--- config.mk ---
export PLATFORM = sky130hd
export DESIGN_NAME = i2c_addr_slave
export DESIGN_NICKNAME = d
export VERILOG_FILES = /design/src/rtl/i2c_slv_pkg.sv /design/src/rtl/i2c_pad_sense.sv /design/src/rtl/i2c_addr_match.sv /design/src/rtl/i2c_rx_hold.sv /design/src/rtl/i2c_addr_slave.sv
export SDC_FILE = /design/constraint.sdc
export NUM_CORES = 1
export LEC_CHECK = 0
export ABC_AREA = 0
export BUFFER_PORTS_ARGS = -buffer_cell sky130_fd_sc_hd__buf_2
export CORE_UTILIZATION = 51
export CTS_CLUSTER_DIAMETER = 50
export DETAILED_ROUTE_END_ITERATION = 7
export GPL_TIMING_DRIVEN = 0
export MAX_ROUTING_LAYER = met4
export PLACE_DENSITY = 0.75
export SLEW_MARGIN = 5
export SYNTH_ARGS = -nofsm -noshare
export SYNTH_HDL_FRONTEND = slang
export SYNTH_HIERARCHICAL = 1
export SYNTH_SLANG_ARGS = --single-unit
--- constraint.sdc ---
create_clock -name clk -period 2.1 [get_ports clk]
set_input_delay 0.105 -clock clk [delete_from_list [all_inputs] [get_ports clk]]
set_output_delay 0.105 -clock clk [all_outputs]
set_load 0.1 [all_outputs]
--- src/rtl/i2c_slv_pkg.sv ---
package i2c_slv_pkg;
   localparam int BYTE_W = 8;
   localparam int ADDR_W = 10;
   localparam int CNT_W  = 4;

   typedef enum logic [2:0] {
      PH_IDLE,
      PH_HDR,
      PH_LOW,
      PH_RX,
      PH_TX,
      PH_SKIP
   } phase_t;
endpackage

--- src/rtl/i2c_pad_sense.sv ---
module i2c_pad_sense #(
   parameter int SYNC_STAGES = 2
) (
   input  logic clk,
   input  logic rst_n,
   input  logic scl_pad,
   input  logic sda_pad,
   output logic scl_lvl,
   output logic sda_lvl,
   output logic scl_rise,
   output logic scl_fall,
   output logic start_cond,
   output logic stop_cond
);
   localparam int TOP = SYNC_STAGES - 1;

   logic [TOP:0] scl_ff, sda_ff;
   logic         scl_d, sda_d;

   initial begin
      assert (SYNC_STAGES >= 2) else $error("i2c_pad_sense: SYNC_STAGES must be at least 2");
   end

   always_ff @(posedge clk or negedge rst_n) begin
      if (!rst_n) begin
         scl_ff <= '1;
         sda_ff <= '1;
         scl_d  <= 1'b1;
         sda_d  <= 1'b1;
      end else begin
         scl_ff <= {scl_ff[TOP-1:0], scl_pad};
         sda_ff <= {sda_ff[TOP-1:0], sda_pad};
         scl_d  <= scl_ff[TOP];
         sda_d  <= sda_ff[TOP];
      end
   end

   assign scl_lvl    = scl_ff[TOP];
   assign sda_lvl    = sda_ff[TOP];
   assign scl_rise   = scl_lvl & ~scl_d;
   assign scl_fall   = ~scl_lvl & scl_d;
   assign start_cond = scl_lvl & scl_d & sda_d & ~sda_lvl;
   assign stop_cond  = scl_lvl & scl_d & ~sda_d & sda_lvl;
endmodule

--- src/rtl/i2c_addr_match.sv ---
module i2c_addr_match
   import i2c_slv_pkg::*;
#(
   parameter bit WIDE_EN = 1'b1
) (
   input  logic [BYTE_W-1:1] hdr,
   input  logic [BYTE_W-1:0] full_byte,
   input  logic [ADDR_W-1:0] own_addr,
   input  logic              wide_req,
   output logic              short_hit,
   output logic              long_hdr_hit,
   output logic              long_low_hit,
   output logic              wide_eff
);
   localparam logic [4:0] LONG_TAG = 5'b11110;

   assign short_hit = (hdr == own_addr[6:0]);

   generate
      if (WIDE_EN) begin : g_wide
         assign wide_eff     = wide_req;
         assign long_hdr_hit = (hdr[7:3] == LONG_TAG) && (hdr[2:1] == own_addr[9:8]);
         assign long_low_hit = (full_byte == own_addr[7:0]);
      end else begin : g_narrow
         assign wide_eff     = 1'b0;
         assign long_hdr_hit = 1'b0;
         assign long_low_hit = 1'b0;
      end
   endgenerate
endmodule

--- src/rtl/i2c_rx_hold.sv ---
module i2c_rx_hold
   import i2c_slv_pkg::*;
(
   input  logic              clk,
   input  logic              rst_n,
   input  logic              push,
   input  logic [BYTE_W-1:0] push_data,
   input  logic              take,
   output logic [BYTE_W-1:0] data,
   output logic              full,
   output logic              ovf,
   output logic              drop
);
   always_ff @(posedge clk or negedge rst_n) begin
      if (!rst_n) begin
         data <= '0;
         full <= 1'b0;
         ovf  <= 1'b0;
         drop <= 1'b0;
      end else begin
         drop <= push & full;
         if (push && !full) begin
            data <= push_data;
            full <= 1'b1;
         end else if (take) begin
            full <= 1'b0;
         end
         if (push && full)
            ovf <= 1'b1;
         else if (take)
            ovf <= 1'b0;
      end
   end
endmodule

--- src/rtl/i2c_addr_slave.sv ---
module i2c_addr_slave
   import i2c_slv_pkg::*;
#(
   parameter int SYNC_STAGES = 2,
   parameter bit WIDE_EN     = 1'b1
) (
   input  logic              clk,
   input  logic              rst_n,
   input  logic              scl_in,
   input  logic              sda_in,
   output logic              scl_drive_low,
   output logic              sda_drive_low,
   input  logic [ADDR_W-1:0] own_addr,
   input  logic              wide_mode,
   input  logic              scl_free,
   input  logic [BYTE_W-1:0] tx_byte,
   output logic [BYTE_W-1:0] rx_byte,
   output logic              rx_full,
   input  logic              rx_take,
   output logic              overflow,
   output logic              slave_evt,
   output logic              err_evt
);
   localparam logic [CNT_W-1:0] LAST_BIT = CNT_W'(BYTE_W - 1);
   localparam logic [CNT_W-1:0] ACK_SLOT = CNT_W'(BYTE_W);

   logic scl_lvl, sda_lvl, scl_rise, scl_fall, start_c, stop_c;

   i2c_pad_sense #(.SYNC_STAGES(SYNC_STAGES)) u_sense (
      .clk        (clk),
      .rst_n      (rst_n),
      .scl_pad    (scl_in),
      .sda_pad    (sda_in),
      .scl_lvl    (scl_lvl),
      .sda_lvl    (sda_lvl),
      .scl_rise   (scl_rise),
      .scl_fall   (scl_fall),
      .start_cond (start_c),
      .stop_cond  (stop_c)
   );

   phase_t             phase_q, next_q;
   logic [CNT_W-1:0]   bit_q;
   logic [BYTE_W-2:0]  sh_q, tx_q;
   logic               in_ack_q, ack_drv_q, tx_drv_q, ack_pend_q;
   logic               stretch_q, str_pend_q, wide_hit_q, mack_q;

   logic [BYTE_W-1:0]  nb;
   logic               counting, byte_done, mack_evt;
   logic               short_hit, long_hdr_hit, long_low_hit, wide_eff;

   assign nb        = {sh_q, sda_lvl};
   assign counting  = (phase_q == PH_HDR) || (phase_q == PH_LOW) ||
                      (phase_q == PH_RX)  || (phase_q == PH_TX);
   assign byte_done = scl_rise && counting && !in_ack_q && (bit_q == LAST_BIT);
   assign mack_evt  = scl_rise && in_ack_q && (phase_q == PH_TX) && !sda_lvl;

   i2c_addr_match #(.WIDE_EN(WIDE_EN)) u_match (
      .hdr          (nb[BYTE_W-1:1]),
      .full_byte    (nb),
      .own_addr     (own_addr),
      .wide_req     (wide_mode),
      .short_hit    (short_hit),
      .long_hdr_hit (long_hdr_hit),
      .long_low_hit (long_low_hit),
      .wide_eff     (wide_eff)
   );

   logic drop_p;

   // byte-complete decision
   logic   dec_ack, dec_str, dec_evt, dec_push, dec_wset, dec_wclr;
   phase_t dec_next;

   always_comb begin
      dec_ack  = 1'b0;
      dec_str  = 1'b0;
      dec_evt  = 1'b0;
      dec_push = 1'b0;
      dec_wset = 1'b0;
      dec_wclr = 1'b0;
      dec_next = PH_SKIP;
      case (phase_q)
         PH_HDR: begin
            if (!wide_eff) begin
               if (short_hit) begin
                  dec_ack  = 1'b1;
                  dec_evt  = 1'b1;
                  dec_str  = nb[0];
                  dec_next = nb[0] ? PH_TX : PH_RX;
               end
            end else if (long_hdr_hit) begin
               if (!nb[0]) begin
                  dec_ack  = 1'b1;
                  dec_wclr = 1'b1;
                  dec_next = PH_LOW;
               end else if (wide_hit_q) begin
                  dec_ack  = 1'b1;
                  dec_evt  = 1'b1;
                  dec_str  = 1'b1;
                  dec_next = PH_TX;
               end
            end
         end
         PH_LOW: begin
            if (long_low_hit) begin
               dec_ack  = 1'b1;
               dec_evt  = 1'b1;
               dec_wset = 1'b1;
               dec_next = PH_RX;
            end
         end
         PH_RX: begin
            dec_push = 1'b1;
            dec_ack  = !rx_full;
            dec_evt  = !rx_full;
            dec_str  = !rx_full;
            dec_next = PH_RX;
         end
         PH_TX:   dec_next = PH_TX;
         default: dec_next = PH_SKIP;
      endcase
   end

   i2c_rx_hold u_hold (
      .clk       (clk),
      .rst_n     (rst_n),
      .push      (byte_done & dec_push),
      .push_data (nb),
      .take      (rx_take),
      .data      (rx_byte),
      .full      (rx_full),
      .ovf       (overflow),
      .drop      (drop_p)
   );

   // main bit engine
   always_ff @(posedge clk or negedge rst_n) begin
      if (!rst_n) begin
         phase_q    <= PH_IDLE;
         next_q     <= PH_IDLE;
         bit_q      <= '0;
         sh_q       <= '0;
         tx_q       <= '0;
         in_ack_q   <= 1'b0;
         ack_drv_q  <= 1'b0;
         tx_drv_q   <= 1'b0;
         ack_pend_q <= 1'b0;
         stretch_q  <= 1'b0;
         str_pend_q <= 1'b0;
         mack_q     <= 1'b0;
      end else if (start_c || stop_c) begin
         phase_q   <= start_c ? PH_HDR : PH_IDLE;
         bit_q     <= '0;
         in_ack_q  <= 1'b0;
         ack_drv_q <= 1'b0;
         tx_drv_q  <= 1'b0;
         stretch_q <= 1'b0;
      end else begin
         if (stretch_q && scl_free) begin
            stretch_q <= 1'b0;
            if (phase_q == PH_TX) begin
               tx_q     <= tx_byte[BYTE_W-2:0];
               tx_drv_q <= ~tx_byte[BYTE_W-1];
            end
         end
         if (scl_rise && counting && !in_ack_q) begin
            bit_q <= bit_q + 1'b1;
            sh_q  <= nb[BYTE_W-2:0];
            if (bit_q == LAST_BIT) begin
               ack_pend_q <= dec_ack;
               str_pend_q <= dec_str;
               next_q     <= dec_next;
            end
         end
         if (scl_rise && in_ack_q && (phase_q == PH_TX))
            mack_q <= !sda_lvl;
         if (scl_fall && counting) begin
            if (!in_ack_q && (bit_q == ACK_SLOT)) begin
               in_ack_q  <= 1'b1;
               ack_drv_q <= ack_pend_q && (phase_q != PH_TX);
               tx_drv_q  <= 1'b0;
            end else if (in_ack_q) begin
               in_ack_q  <= 1'b0;
               ack_drv_q <= 1'b0;
               bit_q     <= '0;
               if (phase_q == PH_TX) begin
                  if (mack_q) stretch_q <= 1'b1;
                  else        phase_q   <= PH_SKIP;
               end else begin
                  phase_q   <= next_q;
                  stretch_q <= str_pend_q;
               end
            end else if ((phase_q == PH_TX) && (bit_q != '0)) begin
               tx_drv_q <= ~tx_q[BYTE_W-2];
               tx_q     <= {tx_q[BYTE_W-3:0], 1'b0};
            end
         end
      end
   end

   // 10-bit match memory, lives until STOP
   always_ff @(posedge clk or negedge rst_n) begin
      if (!rst_n)
         wide_hit_q <= 1'b0;
      else if (stop_c || (byte_done && dec_wclr))
         wide_hit_q <= 1'b0;
      else if (byte_done && dec_wset)
         wide_hit_q <= 1'b1;
   end

   always_ff @(posedge clk or negedge rst_n) begin
      if (!rst_n) begin
         slave_evt <= 1'b0;
         err_evt   <= 1'b0;
      end else begin
         slave_evt <= (byte_done && dec_evt) || mack_evt;
         err_evt   <= drop_p;
      end
   end

   assign scl_drive_low = stretch_q;
   assign sda_drive_low = ack_drv_q | tx_drv_q;
endmodule

# --- Word level (Yosys, flattened, before mapping) ---
# Index checks and enable logic that the tools add are counted.
totals:
  word_cells: 164
  ff_bits: 51
  output_inout_bits: 14
classes:
  n_eq_ne: 13
  add_sub_neg: 1
  n_reduce_logical: 38
  n_bitwise: 17
  mux: 72
ops:
  columns: ["cell", "count"]
  rows:
  - ["$mux W1", 45]
  - ["$mux W7", 6]
  - ["$mux W3", 12]
  - ["$mux W4", 5]
  - ["$logic_and A1 B1 Y1", 17]
  - ["$pmux W3 S4", 1]
  - ["$reduce_bool A2 Y1", 5]
  - ["$and A1 B1 Y1", 9]
  - ["$eq A8 B8 Y1", 1]
  - ["$eq A7 B7 Y1", 1]
  - ["$not A1 Y1", 7]
  - ["$eq A3 B2 Y1 const B", 2]
  - ["$logic_or A1 B1 Y1", 6]
  - ["$ne A3 B3 Y1 const B", 2]
  - ["$pmux W1 S3", 2]
  - ["$reduce_and A2 Y1", 3]
  - ["$eq A5 B5 Y1 const B", 1]
  - ["$add A4 B1 Y4 const B", 1]
  - ["$eq A4 B3 Y1 const B", 1]
  - ["$eq A4 B4 Y1 const B", 1]
  - ["$reduce_and A4 Y1", 1]
  - ["$reduce_bool A4 Y1", 1]
  - ["$eq A3 B1 Y1 const B", 1]
  - ["$eq A3 B3 Y1 const B", 1]
  - ["other kinds (7)", 9]

# --- Logic depth before layout (Yosys ltp) ---
# Gate-level depths: netlist (run 1).
depth:
  ltp_word: 11
  mapped_depth: 8
  ltp_nobuf: 7

# --- By module ---
# Netlist (run 1), hierarchy kept.
by_module_without_submodules:
  columns: ["module", "cells_per_inst", "area_per_inst_um2", "instances", "seq_area_each_um2"]
  rows:
  - ["i2c_addr_slave", 169, 1783.0, 1, 850.8]
  - ["i2c_rx_hold", 25, 442.9, 1, 275.3]
  - ["i2c_addr_match", 25, 203.9, 1, 0.0]
  - ["i2c_pad_sense", 10, 190.2, 1, 157.7]

# --- Worst setup path after synthesis (run 1) ---
# OpenSTA, ideal clock, no wires.
synth_path:
  path_kind: "register to register"
  startpoint: "register u_sense.scl_ff[1]"
  endpoint: "register u_hold.data[0]"
  setup_slack_ns: 0.035
  arrival_ns: 1.938
  period_less_slack_ns: 2.065
  required_time_ns: 1.974
  path_stages_with_launch: 8
  path_buffers: 1
  cell_sequence: "dfstp_2 -> nor2b_1 -> nor2b_1 -> nand3_2 -> nor3_1 -> nor2b_2 -> buf_6 -> mux2_4"
synth_via:
  elab_chain_cells: 6
synth_rtl:
  columns: ["item", "line_no", "text"]
  rows:
  - ["start: declaration", "i2c_pad_sense.sv:17", "logic [TOP:0] scl_ff, sda_ff;"]
  - ["start signal: assignment", "i2c_pad_sense.sv:31", "scl_ff <= {scl_ff[TOP-1:0], scl_pad};"]
  - ["$and A1 B1 Y1", "i2c_pad_sense.sv:40", "assign scl_rise = scl_lvl & ~scl_d;"]
  - ["via scl_rise", "i2c_addr_slave.sv:27", "logic scl_lvl, sda_lvl, scl_rise, scl_fall, start_c, stop_c;"]
  - ["$logic_and A1 B1 Y1 (3 in a row)", "i2c_addr_slave.sv:55", "assign byte_done = scl_rise && counting && !in_ack_q && (bit_q == LAST_BIT);"]
  - ["$and A1 B1 Y1", "i2c_addr_slave.sv:128", ".push (byte_done & dec_push),"]
  - ["$logic_and A1 B1 Y1", "i2c_rx_hold.sv:22", "if (push && !full) begin"]
  - ["end signal: assignment", "i2c_rx_hold.sv:23", "data <= push_data;"]
  - ["end: declaration", "i2c_rx_hold.sv:9", "output logic [BYTE_W-1:0] data,"]
# The timed path passes the listed nets, and every way through them passes these cells.
# A chain may end at the register's enable or synchronous reset.

# --- Worst setup path in the final report (run 1) ---
layout_path:
  startpoint: "register u_sense.scl_ff[1]"
  endpoint: "register u_hold.data[5]"
# Same word-level chain as after synthesis.

==> impl_metrics.toml, run 1 <==
[grt]
overflow = 0
grt_pass1_vias = 1772
gr-max-usage-layer = "met2"
grt_antenna_before_repair = 0
grt_first_pass_wirelength_um = 8380
met1_track_usage_gr_pct = 29.0
use_met3_pct = 3.29
grtUsageMet2_pct = 32.1
overall_global_routing_usage_pct = 21.0
grt_start_max_net_pins = 52

[timing]
max_slew_margin_pct = 27.7
post-route-worst-setup-slack_ns = 0.0380
maxClockFrequency_mhz = 485
final.period_utilization_pct = 98.2
crit_path_time_final_ns = 2.06
finalHoldWorstSlack_ns = 0.00806
rsz0062_at_grt = "true"
report.final.slew_viol_count = 0
fin_skew_ns = 0.00319
finalSetupViolCount = 0
hold_violations = 0
tightest_slew_ns = 1.09

[floorplan]
design.die.area_mm2 = 0.00543
boundaryPins = 39
placementRows = 25
fp.dieW_um = 73.7
floorplan.initialDensity_pct = 54.4
fp.dieH_um = 73.7
floorplan.core_area_mm2 = 0.00482

[critical_path]
endpoint = "u_hold/data[5]$_DFFE_PN0P_"
reg2regPathDepth = 7
crit_path_launch_type = "flip-flop"
cp_data_required_time_ns = 2.29
r2r_start = "u_sense/scl_ff[1]$_DFF_PN1_"
critical_path_arrival_ns = 2.25
reg2reg_capture_point = "u_hold/data[5]$_DFFE_PN0P_"
critical_path_sink_type = "flip-flop"
worst_setup_path_startpoint = "u_sense/scl_ff[1]$_DFF_PN1_"
critPathKind = "flip-flop to flip-flop"
crit_path_max_fanout = 9
regToRegSetupSlack_ns = 0.04

[power_and_ir_drop]
leakage_nw = 1.41
clock_power_share_pct = 29.4
internal_power_mw = 1.68
part_of_the_power_in_combinational_logic_pct = 19.1
power_frac_seq_pct = 51.5
cellPowerDensity_mw_per_mm2 = 764
peakVddDrop_v = 0.000705
netSwitchingFraction_pct = 28.6
net-switching-power_mw = 0.674

[job]
maxCapViolCount = 0

[route]
post_drt_wl_per_cell_um = 14.8
drt_iter0_markers = 165
drt.antenna.violating_nets = 0
routed-via-count = 1942
first_pass_iters = 4
drc = 0
drt-total-wl_um = 5110
viasPerCell = 5.65

[synth]
yosysTopAreaCell = "dfrtp_1"
number_of_synthesized_register_bits = 51
synth-compound-area-share_pct = 15.3
synth.top_cells.by_area = "dfrtp_1, dfstp_2, mux2_4"
largest_family_of_logic_cells_by_synthesized_area = "simple AND/OR/NAND/NOR gates"
synth_warnings = 6
yosys.area_share.simple_pct = 16.0
synth_enable_flop_cells = 0
synth_area_per_cell_um2 = 11.4
syn_inst = 229
syn-cell-area_mm2 = 0.00262
most_repeated_cell_in_the_gate_level_netlist_after_synthesis = "dfrtp_1"
synthFlopType = "dfrtp_1"
synth.yosys.seq_area_share_pct = 49.0
syn-num-nets = 256
yosys.cell_types.count = 60
netlist.area_leader.share_pct = 43.0
synthArstFlopShare_pct = 100
synth_fa_ha_area_share_pct = 0.955
synth-xor-area-share_pct = 6.35
synth.mux.area_fraction_pct = 8.55
ys_top_cells_by_count = "dfrtp_1, xnor2_1, o21ai_0"

[worst_hold_path]
timing.hold.worst.class = "primary input to asynchronous set/reset pin"

[clock_network]
cts_tree = "yes"
num_cts_buffers = 5
clk_pin_slew_worst_paths_ns = 0.09
root_buffer_cell = "clkbuf_8"
ctsHtreeMaxLevel = 2
clock_tree.buffer_depth = 2
insertion_delay_of_the_later_clocked_pin_in_the_worst_skew_pair_ns = 0.30
numClockSinks = 51

[place]
port_buffer_count = 37
pre_cts_slack_ns = -0.267
rd_place_congestion = 0.801
place.detailed.hpwl_um = 3590

[layout]
multi_input_logic_area_mm2 = 0.00128
synthToLayoutAreaGrowth_pct = 17.5
share_of_cells_above_drive_strength_1_pct = 34.3
nets = 303
antenna_cells = 0
n_fill_cell = 402
seq_area_mm2 = 0.00128

[outcome]
run_status = "completed"
## critical path: stages, from the launching register on
cell,delay (ns)
dfstp_2,0.57
nor2b_2,0.19
nor2b_4,0.19
nand3_4,0.13
nor3_4,0.21
nor2b_2,0.17
buf_6,0.17
mux2_4,0.31
## per-layer routing
layer | routed length (um) | share of wire (%)
met1 | 2450 | 48
met2 | 2450 | 48
met3 | 160 | 3.1
met4 | 45 | 0.88
met5 | 0 | 0
## cells by family after synthesis
family | count (synthesis)
simple gates | 65
compound gates | 56
flops | 51
xor+xnor | 19
buf+inv | 19
mux | 17
fa+ha+maj | 2
## cells in the final DEF (no fill, tap or decap), types with 7 or more instances in the layout
cell type / instances
a2bb2oi_1: 7
nand4_1: 8
nand2_1: 9
dfrtp_1: 45
nor2_1: 7
o22ai_1: 8
inv_1: 10
buf_2: 39
o21ai_0: 12
mux2_4: 9
a21oi_1: 9
mux2_2: 7
xnor2_1: 13
## sequential cells by signal, summed over array words and instances, names as in the netlist, 2 cells and up
name / cells
u_sense/scl_ff: 2
bit_q: 4
u_sense/sda_ff: 2
tx_q: 7
u_hold/data: 8
next_q: 3
sh_q: 7
phase_q: 3
## power by group through the flow
stage	sequential, mW	combinational (mW)	clock (mW)
2_1_floorplan	1.19	0.332	0
3_3_place_gp	1.23	0.416	0
3_5_place_dp	1.23	0.432	0
4_1_cts	1.21	0.446	0.712
5_1_grt	1.23	0.501	0.740
6_report	1.21	0.449	0.692
## metrics by stage
step	power [mW]	setup TNS, ns	instance area [um^2]	cells	util (%)
6_report	2.35	0	3080	344	63.9
5_1_grt	2.47	-0.315	3080	344	63.9
4_1_cts	2.37	0	3060	344	63.5
3_5_place_dp	1.66	-2.11	2890	333	60.0
3_3_place_gp	1.64	-1.95	2890	333	60.0
2_1_floorplan	1.52	0	2620	229	-
## cell type report
type / count / share of cell area, %
Sequential cell: 51 / 41.7
Multi-Input combinational cell: 159 / 41.6
Timing Repair Buffer: 40 / 6.91
Tap cell: 67 / 2.72
Clock buffer: 6 / 2.68
Buffer: 9 / 2.03
Inverter: 10 / 1.22
Clock inverter: 2 / 1.14
## what timing repair did
action                                  4_1_cts  5_1_grt
endpoints found under the setup margin        9       19
endpoints found under the hold margin         2        0
cloned                                        0        0
buffers inserted                              1        0
gates resized for setup                       5        4
hold buffers                                  2        0
## worst min path at each step
stage	to	slack, ns	cells past startpoint
2_1_floorplan	ack_drv_q$_DFFE_PN0P_	-0.19	0
3_3_place_gp	u_sense/scl_ff[0]$_DFF_PN1_	0.21	1
3_5_place_dp	u_sense/scl_ff[0]$_DFF_PN1_	0.21	1
4_1_cts	tx_q[0]$_DFFE_PN0P_	0.04	3
5_1_grt	tx_q[0]$_DFFE_PN0P_	0.07	3
6_report	u_hold/data[3]$_DFFE_PN0P_	0.008	1
Power figures use the tool's default switching activity.
==> inputs of run 2 (changes only) <==
--- a/config.mk
+++ b/config.mk
@@ -7,12 +7,12 @@
 export LEC_CHECK = 0
 export ABC_AREA = 0
 export BUFFER_PORTS_ARGS = -buffer_cell sky130_fd_sc_hd__buf_2
-export CORE_UTILIZATION = 51
+export CORE_UTILIZATION = 61
 export CTS_CLUSTER_DIAMETER = 50
 export DETAILED_ROUTE_END_ITERATION = 7
 export GPL_TIMING_DRIVEN = 0
 export MAX_ROUTING_LAYER = met4
-export PLACE_DENSITY = 0.75
+export PLACE_DENSITY = 0.85
 export SLEW_MARGIN = 5
 export SYNTH_ARGS = -nofsm -noshare
 export SYNTH_HDL_FRONTEND = slang
==> constraint.sdc (replaced) <==
create_clock -name clk -period 2.4 [get_ports clk]
set_input_delay 0.12 -clock clk [delete_from_list [all_inputs] [get_ports clk]]
set_output_delay 0.12 -clock clk [all_outputs]
set_load 0.1 [all_outputs]
==> impl_metrics.toml, run 2 (same netlist as run 1, synthesis figures left out) <==
[clock_network]
num_cts_buffers = 5
numClockSinks = 51
clk_pin_slew_worst_paths_ns = 0.09
clock_tree.buffer_depth = 2
cts_tree = "yes"
insertion_delay_of_the_later_clocked_pin_in_the_worst_skew_pair_ns = 0.30
ctsHtreeMaxLevel = 2
root_buffer_cell = "clkbuf_8"

[critical_path]
crit_path_launch_type = "flip-flop"
crit_buf_inv = 1
critical-path-top-delay-family = "simple AND/OR/NAND/NOR gates"
critical_path.cell_chain = "nor2b_1, nor2b_4, nand3_2, nor3_2, nor2b_2, buf_6, mux2_4"
critical_path_arrival_ns = 2.45
slowest_stage = "dfstp_2"
cpPeakStageDelay_ns = 0.57
crit_path_max_fanout = 9
critPathKind = "flip-flop to flip-flop"
cp_data_required_time_ns = 2.59
critical_path_sink_type = "flip-flop"

[grt]
grt_pass1_vias = 1828
grt_antenna_before_repair = 0
overflow = 0
overall_global_routing_usage_pct = 26.2
grt_start_max_net_pins = 52
grt_first_pass_wirelength_um = 8490

[layout]
final_cell_mix = "dfrtp_1, buf_2, xnor2_1"
nets = 302
synthToLayoutAreaGrowth_pct = 14.1
largest_register = "u_hold/data"
antenna_cells = 0
registers_with_the_highest_flip_flop_counts = "u_hold/data (8), sh_q (7), tx_q (7)"
n_fill_cell = 280
finish.utilization_pct = 73.7
largest_reg_flops = 8
share_of_cells_above_drive_strength_1_pct = 33.0
most_common_library_cell_in_the_layout_ignoring_fill_and_taps = "dfrtp_1"

[timing]
maxClockFrequency_mhz = 443
hold_violations = 0
finalSetupViolCount = 0
fin_skew_ns = 0.00898
post-route-worst-setup-slack_ns = 0.140
final.period_utilization_pct = 94.2
report.final.slew_viol_count = 0
crit_path_time_final_ns = 2.26
rsz0062_at_grt = "false"
tns_ns = 0
max_slew_margin_pct = 29.5
tightest_slew_ns = 1.06

[route]
viasPerCell = 5.98
routed-via-count = 1949
first_pass_iters = 4
drt.antenna.violating_nets = 0
drc = 0
drt_iter0_markers = 89
drt-total-wl_um = 5150
post_drt_wl_per_cell_um = 15.8

[power_and_ir_drop]
peakVddDrop_v = 0.000389
clock_power_share_pct = 24.9
leakage_nw = 1.36
cellPowerDensity_mw_per_mm2 = 647
netSwitchingFraction_pct = 31.1
part_of_the_power_in_combinational_logic_pct = 19.9
power_frac_seq_pct = 55.2
net-switching-power_mw = 0.600
internal_power_mw = 1.33

[place]
port_buffer_count = 37
rd_place_congestion = 0.844
pre_cts_slack_ns = 0.0327
place.detailed.hpwl_um = 3810

[floorplan]
design.die.area_mm2 = 0.00456
placementRows = 23
fp.dieH_um = 67.5
floorplan.initialDensity_pct = 64.6
fp.dieW_um = 67.5
boundaryPins = 39
floorplan.core_area_mm2 = 0.00406

[outcome]
run_status = "completed"

[job]
maxCapViolCount = 0

[worst_hold_path]
timing.hold.worst.class = "primary input to asynchronous set/reset pin"
## run 2: changes by cell type in the layout (fill, tap and decap cells not counted), sizes merged
cell / before / now
buf: 46 / 45
clkbuf: 7 / 6
clkinvlp: 0 / 2
bufinv: 1 / 0
## run 2: power by group through the flow
stage	registers [mW]	logic, mW	clock network, mW
final	1.07	0.384	0.481
after floorplan	1.04	0.291	0
after global routing	1.08	0.428	0.528
after CTS	1.07	0.385	0.494
after detailed placement	1.09	0.380	0
after global placement	1.08	0.364	0
## run 2: final cells by class
type	instances	area [um^2]	share of cell area, %
clock buffer	5	68.8	2.30
timing repair buffer	39	205	6.86
clock inverter	3	20.0	0.670
sequential	51	1280	42.9
multi-input combinational	159	1250	41.8
tap	50	62.6	2.09
buffer	9	62.6	2.09
inverter	10	37.5	1.26
## run 2: metrics by stage
| stage | hold slack [ns] | instances | instance area (um^2) | power (mW) |
|---|---|---|---|---|
| finish | 0.00219 | 326 | 2990 | 1.93 |
| global route | 0.0576 | 326 | 2990 | 2.04 |
| CTS | 0.0592 | 326 | 2980 | 1.95 |
| detailed placement | 0.226 | 316 | 2870 | 1.47 |
| global placement | 0.225 | 316 | 2870 | 1.44 |
| floorplan | -0.176 | 229 | 2620 | 1.33 |
## run 2: timing repair
item | 4_1_cts | 5_1_grt
endpoints found under the setup margin | 8 | 8
hold buffers | 2 | 0
buffers inserted | 0 | 0
gates resized for setup | 1 | 2
endpoints found under the hold margin | 2 | 0
pin swaps | 0 | 0
## run 2: path summary, 6_finish.rpt
kind                                              from                         end  slack (ns)  cells past startpoint
max in group asynchronous                        rst_n          bit_q[1]$_DFF_PN0_        1.74                      1
hold / removal                                   rst_n         sh_q[3]$_DFFE_PN0P_       0.002                      1
setup reg to reg           u_sense/scl_ff[1]$_DFF_PN1_  u_hold/data[7]$_DFFE_PN0P_        0.14                      7
min in group clk                            tx_byte[0]         tx_q[0]$_DFFE_PN0P_        0.06                      3
hold reg to reg                  u_hold/drop$_DFF_PN0_           err_evt$_DFF_PN0_        0.35                      0
setup / recovery           u_sense/scl_ff[1]$_DFF_PN1_  u_hold/data[7]$_DFFE_PN0P_        0.14                      7
## run 2: metal layers
layer,wire [um],share of wire [%],vias to the layer above,global-route usage (%)
met4,47,0.91,0,9.57
met3,214,4.2,6,4.39
met5,0,0,-,-
met1,2370,46,956,35.7
met2,2520,49,53,39.2
li1,-,-,934,-
==> inputs of run 3 (changes only) <==
--- a/config.mk
+++ b/config.mk
@@ -6,7 +6,7 @@
 export NUM_CORES = 1
 export LEC_CHECK = 0
 export ABC_AREA = 0
-export BUFFER_PORTS_ARGS = -buffer_cell sky130_fd_sc_hd__buf_2
+export BUFFER_PORTS_ARGS = -buffer_cell sky130_fd_sc_hd__buf_4
 export CORE_UTILIZATION = 61
 export CTS_CLUSTER_DIAMETER = 50
 export DETAILED_ROUTE_END_ITERATION = 7
==> impl_metrics.toml, run 3 (same netlist as run 1, synthesis figures left out) <==
[clock_network]
clock_tree.buffer_depth = 2
num_cts_buffers = 5
ctsHtreeMaxLevel = 2
clk_pin_slew_worst_paths_ns = 0.09
numClockSinks = 51
root_buffer_cell = "clkbuf_8"
insertion_delay_of_the_later_clocked_pin_in_the_worst_skew_pair_ns = 0.30
cts_tree = "yes"

[floorplan]
floorplan.core_area_mm2 = 0.00406
floorplan.initialDensity_pct = 64.6
placementRows = 23
fp.dieH_um = 67.5
fp.dieW_um = 67.5
design.die.area_mm2 = 0.00456
boundaryPins = 39

[grt]
grt_antenna_before_repair = 0
overall_global_routing_usage_pct = 25.9
grt_start_max_net_pins = 52
grt_first_pass_wirelength_um = 8420
overflow = 0
grt_pass1_vias = 1799

[critical_path]
slowest_stage = "dfstp_2"
critical_path.cell_chain = "nor2b_1, nor2b_2, nand3_2, nor3_2, nor2b_2, buf_6, mux2_4"
crit_path_launch_type = "flip-flop"
critPathKind = "flip-flop to flip-flop"
critical_path_sink_type = "flip-flop"
critical-path-top-delay-family = "simple AND/OR/NAND/NOR gates"
cp_data_required_time_ns = 2.60
critical_path_arrival_ns = 2.49
cpPeakStageDelay_ns = 0.57
timing.critical_path.mode_cell = "nor2b_2"
crit_path_max_fanout = 9
crit_buf_inv = 1

[power_and_ir_drop]
total_power_mw = 2.16
peakVddDrop_v = 0.000439
leakage_nw = 1.41
cellPowerDensity_mw_per_mm2 = 688

[place]
cell_count_after_placement = 316
place.detailed.hpwl_um = 3670
rd_place_congestion = 0.840
port_buffer_count = 37

[route]
drt_iter0_markers = 103
drc = 0
first_pass_iters = 4
viasPerCell = 5.91
routed-via-count = 1934
post_drt_wl_per_cell_um = 16.1
drt.antenna.violating_nets = 0
drt-total-wl_um = 5250

[timing]
hold_violations = 0
finalHoldWorstSlack_ns = 0.0627
finalSetupViolCount = 0
crit_path_time_final_ns = 2.29
tightest_slew_ns = 0.692
report.final.slew_viol_count = 0
final.period_utilization_pct = 95.3
maxClockFrequency_mhz = 437
max_slew_margin_pct = 53.4
fin_skew_ns = 0.00621

[layout]
antenna_cells = 0
registers_with_the_highest_flip_flop_counts = "u_hold/data (8), sh_q (7), tx_q (7)"
synthToLayoutAreaGrowth_pct = 19.6
largest_register = "u_hold/data"
nets = 303
share_of_cells_above_drive_strength_1_pct = 32.9
multi_input_logic_area_mm2 = 0.00124
final_cell_mix = "dfrtp_1, buf_4, xnor2_1"
most_common_library_cell_in_the_layout_ignoring_fill_and_taps = "dfrtp_1"
final-instance-count-excl-fill = 327
n_fill_cell = 264
largest_reg_flops = 8
seq_area_mm2 = 0.00128
finish.utilization_pct = 77.2

[worst_hold_path]
timing.hold.worst.class = "primary input to flip-flop"

[outcome]
run_status = "completed"

[job]
maxCapViolCount = 0
==> run 3: changes by cell type in the layout (fill, tap and decap cells not counted), sizes merged <==
cell	before	now
clkinvlp	2	1
bufinv	0	2
clkinv	1	0
dlygate4sd3	2	3
==> run 3: power by group <==
part / switching, mW / internal, mW
Sequential: 0.127 / 0.940
Clock: 0.280 / 0.415
Combinational: 0.193 / 0.201
Total: 0.601 / 1.56
==> run 3: final cells by class <==
class | instances | share of cell area (%)
Clock inverter | 3 | 2.16
Clock buffer | 5 | 2.20
Tap cell | 50 | 2.00
Sequential cell | 51 | 41.0
Multi-Input combinational cell | 159 | 39.7
Buffer | 9 | 2.00
Inverter | 10 | 1.20
Timing Repair Buffer | 40 | 9.82
==> run 3: routing by layer <==
metal | up-vias | routed length, um | share of wire (%) | track usage (%)
met5 | - | 0 | 0 | -
met4 | 0 | 63 | 1.2 | 9.04
met3 | 8 | 192 | 3.7 | 5.41
met2 | 41 | 2540 | 48 | 39.0
met1 | 954 | 2460 | 47 | 34.6
li1 | 931 | - | - | -
==> run 3: timing repair <==
action,CTS,global route
resized for setup,0,2
buffers inserted,0,0
endpoints found under the setup margin,0,8
hold buffers,3,0
endpoints found under the hold margin,47,0
==> run 3: path summary, 6_finish.rpt <==
kind,end,depth (start not counted),start,slack (ns)
hold reg to reg,err_evt$_DFF_PN0_,0,u_hold/drop$_DFF_PN0_,0.35
hold / removal,tx_q[0]$_DFFE_PN0P_,3,tx_byte[0],0.06
setup reg to reg,u_hold/data[1]$_DFFE_PN0P_,7,u_sense/scl_ff[1]$_DFF_PN1_,0.11
setup / recovery,u_hold/data[1]$_DFFE_PN0P_,7,u_sense/scl_ff[1]$_DFF_PN1_,0.11
min in group asynchronous,u_hold/data[3]$_DFFE_PN0P_,2,rst_n,0.36
max in group asynchronous,bit_q[0]$_DFF_PN0_,2,rst_n,1.62
==> run 3: metrics by stage <==
step | worst slack (ns) | area [um^2] | setup TNS (ns)
4_1_cts | 0.00976 | 3130 | 0
3_5_place_dp | 0.0431 | 2960 | 0
2_1_floorplan | 0.335 | 2620 | 0
5_1_grt | -0.0407 | 3130 | -0.294
6_report | 0.112 | 3130 | 0
3_3_place_gp | 0.0535 | 2960 | 0
==> run 3: worst min-delay path, delay by kind of cell <==
kind                   cells  cell delay (ns)
AOI/OAI and AO/OA          1             0.06
buffers and inverters      1             0.11
and+or+nand+nor            1             0.05
